File: config.mk
export PLATFORM = sky130hd
export DESIGN_NAME = hc_regfile
export DESIGN_NICKNAME = d
export VERILOG_FILES = /design/src/rtl/hc_regs_pkg.sv /design/src/rtl/hc_rst_sync.sv /design/src/rtl/hc_bus_decode.sv /design/src/rtl/hc_core_well.sv /design/src/rtl/hc_aux_well.sv /design/src/rtl/hc_regfile.sv
export SDC_FILE = /design/constraint.sdc
export NUM_CORES = 1
export LEC_CHECK = 0
export ABC_CLOCK_PERIOD_IN_PS = 2100
export BUFFER_PORTS_ARGS = -buffer_cell sky130_fd_sc_hd__clkbuf_2
export CAP_MARGIN = 20
export CELL_PAD_IN_SITES_DETAIL_PLACEMENT = 1
export CELL_PAD_IN_SITES_GLOBAL_PLACEMENT = 1
export CORE_MARGIN = 2
export CORE_UTILIZATION = 36
export CTS_CLUSTER_SIZE = 30
export DETAILED_ROUTE_END_ITERATION = 16
export PLACE_DENSITY_LB_ADDON = 0.1
export SETUP_SLACK_MARGIN = 0.4
export SYNTH_ARGS = -nofsm -noshare
export SYNTH_HDL_FRONTEND = slang
export SYNTH_SLANG_ARGS = --single-unit
File: constraint.sdc
create_clock -name clk -period 2.1 [get_ports clk]
set_input_delay 0.105 -clock clk [delete_from_list [all_inputs] [get_ports clk]]
set_output_delay 0.105 -clock clk [all_outputs]
set_load 0.1 [all_outputs]
File: src/rtl/hc_regs_pkg.sv
package hc_regs_pkg;
  localparam int OFS_CTRL = 0;
  localparam int OFS_STAT = 1;
  localparam int OFS_DOOR = 2;
  localparam int OFS_AUX  = 3;
  localparam int OP_WORDS = 4;

  localparam int B_RUN   = 0;
  localparam int B_HCRST = 1;
  localparam int B_THR   = 8;
  localparam int THR_W   = 4;
  localparam int B_HALT  = 12;
  localparam int AUX_W   = 8;

  localparam logic [15:0]      IF_VERSION = 16'h0100;
  localparam logic [THR_W-1:0] THR_DEF    = 4'h8;
  localparam logic [AUX_W-1:0] AUX_DEF    = 8'h3C;

  typedef enum logic [2:0] {
    RS_NONE, RS_CAP0, RS_CAP1, RS_CTRL, RS_STAT, RS_AUX
  } rsel_e;

  function automatic logic [31:0] be_to_mask(input logic [3:0] be);
    logic [31:0] m;
    for (int i = 0; i < 4; i++) m[i*8 +: 8] = {8{be[i]}};
    return m;
  endfunction
endpackage

File: src/rtl/hc_rst_sync.sv
module hc_rst_sync #(
  parameter int STAGES = 2
) (
  input  logic clk,
  input  logic arst_n,
  output logic srst_n
);
  logic [STAGES-1:0] sync_q;
  logic [STAGES-1:0] sync_d;

  always_comb begin
    sync_d = {sync_q[STAGES-2:0], 1'b1};
  end

  always_ff @(posedge clk or negedge arst_n) begin
    if (!arst_n) sync_q <= '0;
    else         sync_q <= sync_d;
  end

  assign srst_n = sync_q[STAGES-1];
endmodule

File: src/rtl/hc_bus_decode.sv
module hc_bus_decode
  import hc_regs_pkg::*;
#(
  parameter int ADDR_W = 6,
  parameter int CAP_DW = 4
) (
  input  logic [ADDR_W-1:0] addr,
  input  logic              we,
  output rsel_e             rsel,
  output logic              wr_ctrl,
  output logic              wr_stat,
  output logic              wr_door,
  output logic              wr_aux
);
  localparam logic [ADDR_W-1:0] CAP_END = ADDR_W'(CAP_DW);

  logic              in_cap;
  logic [ADDR_W-1:0] op_idx;

  always_comb begin
    in_cap  = (addr < CAP_END);
    op_idx  = addr - CAP_END;
    rsel    = RS_NONE;
    wr_ctrl = 1'b0;
    wr_stat = 1'b0;
    wr_door = 1'b0;
    wr_aux  = 1'b0;
    if (in_cap) begin
      if (addr == ADDR_W'(0))      rsel = RS_CAP0;
      else if (addr == ADDR_W'(1)) rsel = RS_CAP1;
    end else begin
      case (op_idx)
        ADDR_W'(OFS_CTRL): begin rsel = RS_CTRL; wr_ctrl = we; end
        ADDR_W'(OFS_STAT): begin rsel = RS_STAT; wr_stat = we; end
        ADDR_W'(OFS_DOOR): begin wr_door = we; end
        ADDR_W'(OFS_AUX):  begin rsel = RS_AUX;  wr_aux  = we; end
        default: ;
      endcase
    end
  end
endmodule

File: src/rtl/hc_core_well.sv
module hc_core_well
  import hc_regs_pkg::*;
#(
  parameter int NEV = 4
) (
  input  logic             clk,
  input  logic             rst_n,
  input  logic             wake,
  input  logic             wr_ctrl,
  input  logic             wr_stat,
  input  logic             wr_door,
  input  logic [31:0]      wmask,
  input  logic [31:0]      wdata,
  input  logic [NEV-1:0]   evt_set,
  output logic [31:0]      ctrl_rd,
  output logic [31:0]      stat_rd,
  output logic             run,
  output logic [THR_W-1:0] thresh,
  output logic [31:0]      door,
  output logic             hcrst
);
  logic             sclr;
  logic             run_q, run_d;
  logic             hcrst_q, hcrst_d;
  logic [THR_W-1:0] thr_q, thr_d;
  logic [31:0]      door_q, door_d;
  logic [NEV-1:0]   stat_q, stat_d, clr_vec;
  logic             ctrl_en, door_en, stat_en;

  assign sclr = wake | hcrst_q;

  // control register next state
  always_comb begin
    ctrl_en = sclr | wr_ctrl;
    run_d   = run_q;
    hcrst_d = hcrst_q;
    thr_d   = thr_q;
    if (sclr) begin
      run_d   = 1'b0;
      hcrst_d = 1'b0;
      thr_d   = THR_DEF;
    end else if (wr_ctrl) begin
      if (wmask[B_RUN]) run_d = wdata[B_RUN];
      if (wmask[B_HCRST] && wdata[B_HCRST]) hcrst_d = 1'b1;
      for (int i = 0; i < THR_W; i++)
        if (wmask[B_THR+i]) thr_d[i] = wdata[B_THR+i];
    end
  end

  always_ff @(posedge clk or negedge rst_n) begin
    if (!rst_n) begin
      run_q   <= 1'b0;
      hcrst_q <= 1'b0;
      thr_q   <= THR_DEF;
    end else if (ctrl_en) begin
      run_q   <= run_d;
      hcrst_q <= hcrst_d;
      thr_q   <= thr_d;
    end
  end

  // doorbell register next state
  always_comb begin
    door_en = sclr | wr_door;
    if (sclr) door_d = '0;
    else      door_d = (door_q & ~wmask) | (wdata & wmask);
  end

  always_ff @(posedge clk or negedge rst_n) begin
    if (!rst_n)       door_q <= '0;
    else if (door_en) door_q <= door_d;
  end

  // status bits: set by events, cleared by writing one
  assign clr_vec = wdata[NEV-1:0] & wmask[NEV-1:0] & {NEV{wr_stat}};

  for (genvar gi = 0; gi < NEV; gi++) begin : g_evt
    always_comb begin
      if (sclr) stat_d[gi] = 1'b0;
      else      stat_d[gi] = evt_set[gi] | (stat_q[gi] & ~clr_vec[gi]);
    end
  end

  assign stat_en = sclr | wr_stat | (|evt_set);

  always_ff @(posedge clk or negedge rst_n) begin
    if (!rst_n)       stat_q <= '0;
    else if (stat_en) stat_q <= stat_d;
  end

  always_comb begin
    ctrl_rd = '0;
    ctrl_rd[B_RUN]   = run_q;
    ctrl_rd[B_HCRST] = hcrst_q;
    ctrl_rd[B_THR +: THR_W] = thr_q;
    stat_rd = '0;
    stat_rd[NEV-1:0] = stat_q;
    stat_rd[B_HALT]  = ~run_q;
  end

  assign run    = run_q;
  assign thresh = thr_q;
  assign door   = door_q;
  assign hcrst  = hcrst_q;

  AST_HCRST_SELFCLR: assert property (@(posedge clk) disable iff (!rst_n)
    hcrst_q |=> !hcrst_q) else $error("software reset bit stuck");

  AST_EVT_WINS: assert property (@(posedge clk) disable iff (!rst_n)
    ((|evt_set) && !sclr) |=> ((stat_q & $past(evt_set)) == $past(evt_set)))
    else $error("event lost");

  AST_W1C_CLEARS: assert property (@(posedge clk) disable iff (!rst_n)
    (wr_stat && !sclr && evt_set == '0) |=> ((stat_q & $past(clr_vec)) == '0))
    else $error("status bit not cleared");

  AST_WAKE_RESETS: assert property (@(posedge clk) disable iff (!rst_n)
    wake |=> (!run_q && thr_q == THR_DEF && stat_q == '0 && door_q == '0))
    else $error("wake did not reset core");
endmodule

File: src/rtl/hc_aux_well.sv
module hc_aux_well
  import hc_regs_pkg::*;
(
  input  logic             clk,
  input  logic             rst_n,
  input  logic             sclr,
  input  logic             wr_aux,
  input  logic [AUX_W-1:0] wmask,
  input  logic [AUX_W-1:0] wdata,
  output logic [AUX_W-1:0] cfg
);
  logic [AUX_W-1:0] cfg_q, cfg_d;
  logic             cfg_en;

  always_comb begin
    cfg_en = sclr | wr_aux;
    if (sclr) cfg_d = AUX_DEF;
    else      cfg_d = (cfg_q & ~wmask) | (wdata & wmask);
  end

  always_ff @(posedge clk or negedge rst_n) begin
    if (!rst_n)      cfg_q <= AUX_DEF;
    else if (cfg_en) cfg_q <= cfg_d;
  end

  assign cfg = cfg_q;

  AST_AUX_HOLD: assert property (@(posedge clk) disable iff (!rst_n)
    (!sclr && !wr_aux) |=> $stable(cfg_q)) else $error("aux value disturbed");
endmodule

File: src/rtl/hc_regfile.sv
module hc_regfile
  import hc_regs_pkg::*;
#(
  parameter int ADDR_W = 6,
  parameter int CAP_DW = 4,
  parameter int NEV    = 4
) (
  input  logic              clk,
  input  logic              aux_rst_n,
  input  logic              core_rst_n,
  input  logic              d0_wake,
  input  logic [ADDR_W-1:0] reg_addr,
  input  logic              reg_we,
  input  logic [3:0]        reg_be,
  input  logic [31:0]       reg_wdata,
  output logic [31:0]       reg_rdata,
  input  logic [NEV-1:0]    evt_set,
  output logic              ctrl_run,
  output logic [THR_W-1:0]  ctrl_thresh,
  output logic [31:0]       doorbell,
  output logic [AUX_W-1:0]  aux_cfg
);
  logic        core_srst_n, aux_srst_n;
  rsel_e       rsel;
  logic        wr_ctrl, wr_stat, wr_door, wr_aux;
  logic [31:0] wmask;
  logic [31:0] ctrl_rd, stat_rd;
  logic        hcrst;

  assign wmask = be_to_mask(reg_be);

  hc_rst_sync #(.STAGES(2)) u_core_sync (
    .clk(clk), .arst_n(core_rst_n), .srst_n(core_srst_n));
  hc_rst_sync #(.STAGES(2)) u_aux_sync (
    .clk(clk), .arst_n(aux_rst_n), .srst_n(aux_srst_n));

  hc_bus_decode #(.ADDR_W(ADDR_W), .CAP_DW(CAP_DW)) u_dec (
    .addr(reg_addr), .we(reg_we), .rsel(rsel),
    .wr_ctrl(wr_ctrl), .wr_stat(wr_stat), .wr_door(wr_door), .wr_aux(wr_aux));

  hc_core_well #(.NEV(NEV)) u_core (
    .clk(clk), .rst_n(core_srst_n), .wake(d0_wake),
    .wr_ctrl(wr_ctrl), .wr_stat(wr_stat), .wr_door(wr_door),
    .wmask(wmask), .wdata(reg_wdata), .evt_set(evt_set),
    .ctrl_rd(ctrl_rd), .stat_rd(stat_rd), .run(ctrl_run),
    .thresh(ctrl_thresh), .door(doorbell), .hcrst(hcrst));

  hc_aux_well u_aux (
    .clk(clk), .rst_n(aux_srst_n), .sclr(hcrst), .wr_aux(wr_aux),
    .wmask(wmask[AUX_W-1:0]), .wdata(reg_wdata[AUX_W-1:0]), .cfg(aux_cfg));

  always_comb begin
    reg_rdata = '0;
    case (rsel)
      RS_CAP0: reg_rdata = {IF_VERSION, 8'h00, 8'(CAP_DW)};
      RS_CAP1: reg_rdata = {24'h0, 8'(NEV)};
      RS_CTRL: reg_rdata = ctrl_rd;
      RS_STAT: reg_rdata = stat_rd;
      RS_AUX:  reg_rdata = {{(32-AUX_W){1'b0}}, aux_cfg};
      default: reg_rdata = '0;
    endcase
  end

  AST_HALT_TRACKS_RUN: assert property (@(posedge clk) disable iff (!core_srst_n)
    (rsel == RS_STAT) |-> (reg_rdata[B_HALT] == !ctrl_run))
    else $error("halt bit mismatch");
endmodule

==> impl_metrics.csv <==
group,metric,value,unit
detailed_routing,drt_iter0_markers,45,
die,core,0.00729,mm^2
clocking,cts_buffers,5,
timing,maxSlewViolCount,0,
timing,min_period,1640,ps
synthesis,synth_area_leaders,"dfrtp_1, mux2i_1, buf_4",
timing,fin_skew,6.06,ps
worst_setup_path,crit_path_start_kind,"input port",
cells_and_area,fin_util,50.4,%
synthesis,synth-seq-area-share,49.8,%
die,die_area,0.00828,mm^2
worst_setup_path,crit_fanout,11,
run,maxCapViolCount,0,
power_and_ir_drop,switching_power,0.781,mW
timing,fmax,609,MHz
detailed_routing,finalWirelength,8.14,mm
synthesis,synth_edf_count,0,
die,boundaryPins,128,
cells_and_area,drive_gt1_share,39.7,%
die,start_util,37.4,%
timing,setup_tns,0,ps
die,chipWidth,91.0,um
grt,grt_pass1_vias,2515,
detailed_routing,vias,2463,
timing,fin_crit_sh,78.2,%
synthesis,synth_cell_type_count,32,
clocking,clk_pin_slew_worst_paths,100,ps
synthesis,ys_seq_elements,54,
power_and_ir_drop,p_seq_share,49.6,%
clocking,clock-root-buffer,"clkbuf_8",
grt,grt_pass1_wl,13.1,mm
power_and_ir_drop,power_frac_clock,27.1,%
worst_setup_path,crit_path_end_kind,"primary output",
power_and_ir_drop,peakVddDrop,0.285,mV
die,row_count,31,
synthesis,async_flop_share,100,%
clocking,clockBufferDepth,2,
grt,grt_max_degree,31,
timing,tightest_slew,551,ps
timing,grt_setup_unrepaired,"false",
synthesis,synth.top_cell.area_share,45.0,%
detailed_routing,viasPerCell,4.99,
die,die_h,91.0,um
detailed_routing,wl_per_cell,16.5,um
power_and_ir_drop,power,2.22,mW
cells_and_area,area_growth,34.8,%
cells_and_area,diodes,0,
grt,grt_overflow_total,0,
power_and_ir_drop,power.share.combinational,23.3,%
cells_and_area,layout_commonest_cell,"clkbuf_2",
place,hpwl,5.88,mm
power_and_ir_drop,intPower,1.44,mW
grt,antenna_found_initial,0,
cells_and_area,mostFrequentLayoutCells,"clkbuf_2, dfrtp_1, nand2_1, mux2i_1, o21ai_0",
synthesis,yosysTopAreaCell,"dfrtp_1",
synthesis,synth_area_per_cell,9.46,um^2
timing,slew_headroom,63.4,%
power_and_ir_drop,power_density,604,mW/mm^2
synthesis,netlist_area,0.00273,mm^2
run_status,status,"complete, no violations",
detailed_routing,drc,0,
synthesis,ys.flop_type,"dfrtp_1",
worst_setup_path,crit_required,2000,ps
place,port_buffers,109,
hold_path,hold_path_class,"in -> reg",
detailed_routing,first_pass_iters,5,
timing,setup_viol,0,
timing,holdWs,16.4,ps
grt,grt.total_usage,19.7,%
clocking,clock-sinks,54,
clocking,insertion_delay,310,ps
synthesis,netlist_instances,288,
clocking,tritoncts,"built",
clocking,htree_num_levels,2,
detailed_routing,antenna_left,0,
power_and_ir_drop,power_leakage,1.82,nW
worst_setup_path,critPathKind,"in -> out",
worst_setup_path,critPathArrivalTime,1540,ps
timing,hold_viol_final,0,
synthesis,yosysWarningCount,0,
cells_and_area,fin_nets,445,
power_and_ir_drop,switching_share,35.2,%
place,gp_congestion,0.732,
==> synthesized netlist by cell type (all sizes together), types with 3 or more instances <==
library cell	instances
dfrtp	49
buf	21
mux2i	25
o21ai	25
clkbuf	19
nand4	3
a31oi	4
nor3	3
nand2	28
nand3	24
dfstp	5
nand2b	9
and2	5
nand4b	4
and3	5
inv	4
and4b	3
a21oi	23
nor2	17
==> stage by stage <==
stage | instance area, um^2 | setup slack [ps] | std cells
finish | 3670 | 457 | 494
global route | 3670 | 412 | 494
CTS | 3660 | 431 | 493
detailed placement | 3520 | 298 | 481
global placement | 3520 | 358 | 481
floorplan | 2890 | 312 | 306
==> cells by family (layout without fill, tap and decap cells) <==
family	Yosys count	count (layout)	synth area share [%]
buffers and inverters	44	132	8.91
DFF	54	54	49.8
muxes	26	26	9.60
other	2	20	0.276
AOI/OAI and AO/OA	56	56	10.9
and+or+nand+nor	106	107	20.5
==> final timing paths <==
path / slack [ps] / startpoint / depth (start not counted) / end
min in group asynchronous: 110 / aux_rst_n / 2 / u_aux_sync.sync_q[1]$_DFF_PN0_
worst max-delay path: 460 / reg_addr[3] / 5 / reg_rdata[1]
max in group asynchronous: 1380 / u_core_sync.sync_q[1]$_DFF_PN0_ / 1 / u_core.thresh[3]$_DFFE_PN1P_
worst min register to register: 130 / u_core_sync.sync_q[1]$_DFF_PN0_ / 0 / u_core.door[3]$_DFFE_PN0P_
worst min-delay path: 20 / reg_wdata[20] / 3 / u_core.door[20]$_DFFE_PN0P_
worst max register to register: 680 / u_core.hcrst$_DFFE_PN0P_ / 4 / u_core.thresh[3]$_DFFE_PN1P_
==> layer usage <==
| layer | vias up | global-route usage (%) | share of wire, % |
|---|---|---|---|
| met2 | 68 | 32.8 | 50 |
| met4 | 0 | 4.17 | 0.63 |
| met1 | 1220 | 26.3 | 44 |
| li1 | 1171 | - | - |
| met3 | 4 | 4.40 | 5.0 |
| met5 | - | 0 | 0 |
==> critical path, cell delays in order <==
cell and delay, ps:
clkbuf_2 130, or4b_4 670, buf_4 230, nor2_4 100, buf_4 290
==> layout make-up <==
cell class	count	area, um^2
repair buffers	120	797
fillers	893	3620
multi-input cells	209	1280
well taps	99	124
inverters	4	15.0
clock inverters	1	5.00
flip-flops and latches	54	1370
clock buffers	7	86.3
==> power by group through the flow <==
stage	clock network (mW)	logic, mW	registers [mW]
floorplan	0	0.286	1.25
global route	0.662	0.545	1.10
finish	0.602	0.517	1.10
detailed placement	0	0.512	1.12
global placement	0	0.506	1.12
CTS	0.625	0.517	1.10
==> state kept, by name (all words and copies together) (netlist names) <==
name / count
u_core_sync.sync_q: 2
u_core.run: 1
u_core.door: 32
u_aux_sync.sync_q: 2
u_aux.cfg: 8
u_core.stat_q: 4
u_core.thresh: 4
u_core.hcrst: 1
==> repair_timing <==
action | CTS | global route
pin swaps | 0 | 0
gates cloned | 0 | 1
resized for setup | 4 | 0
buffers inserted | 2 | 0
hold buffers | 2 | 0
hold endpoints to repair | 4 | 0
setup endpoints to repair | 4 | 1
No activity file was read; power rests on OpenSTA's default activity.
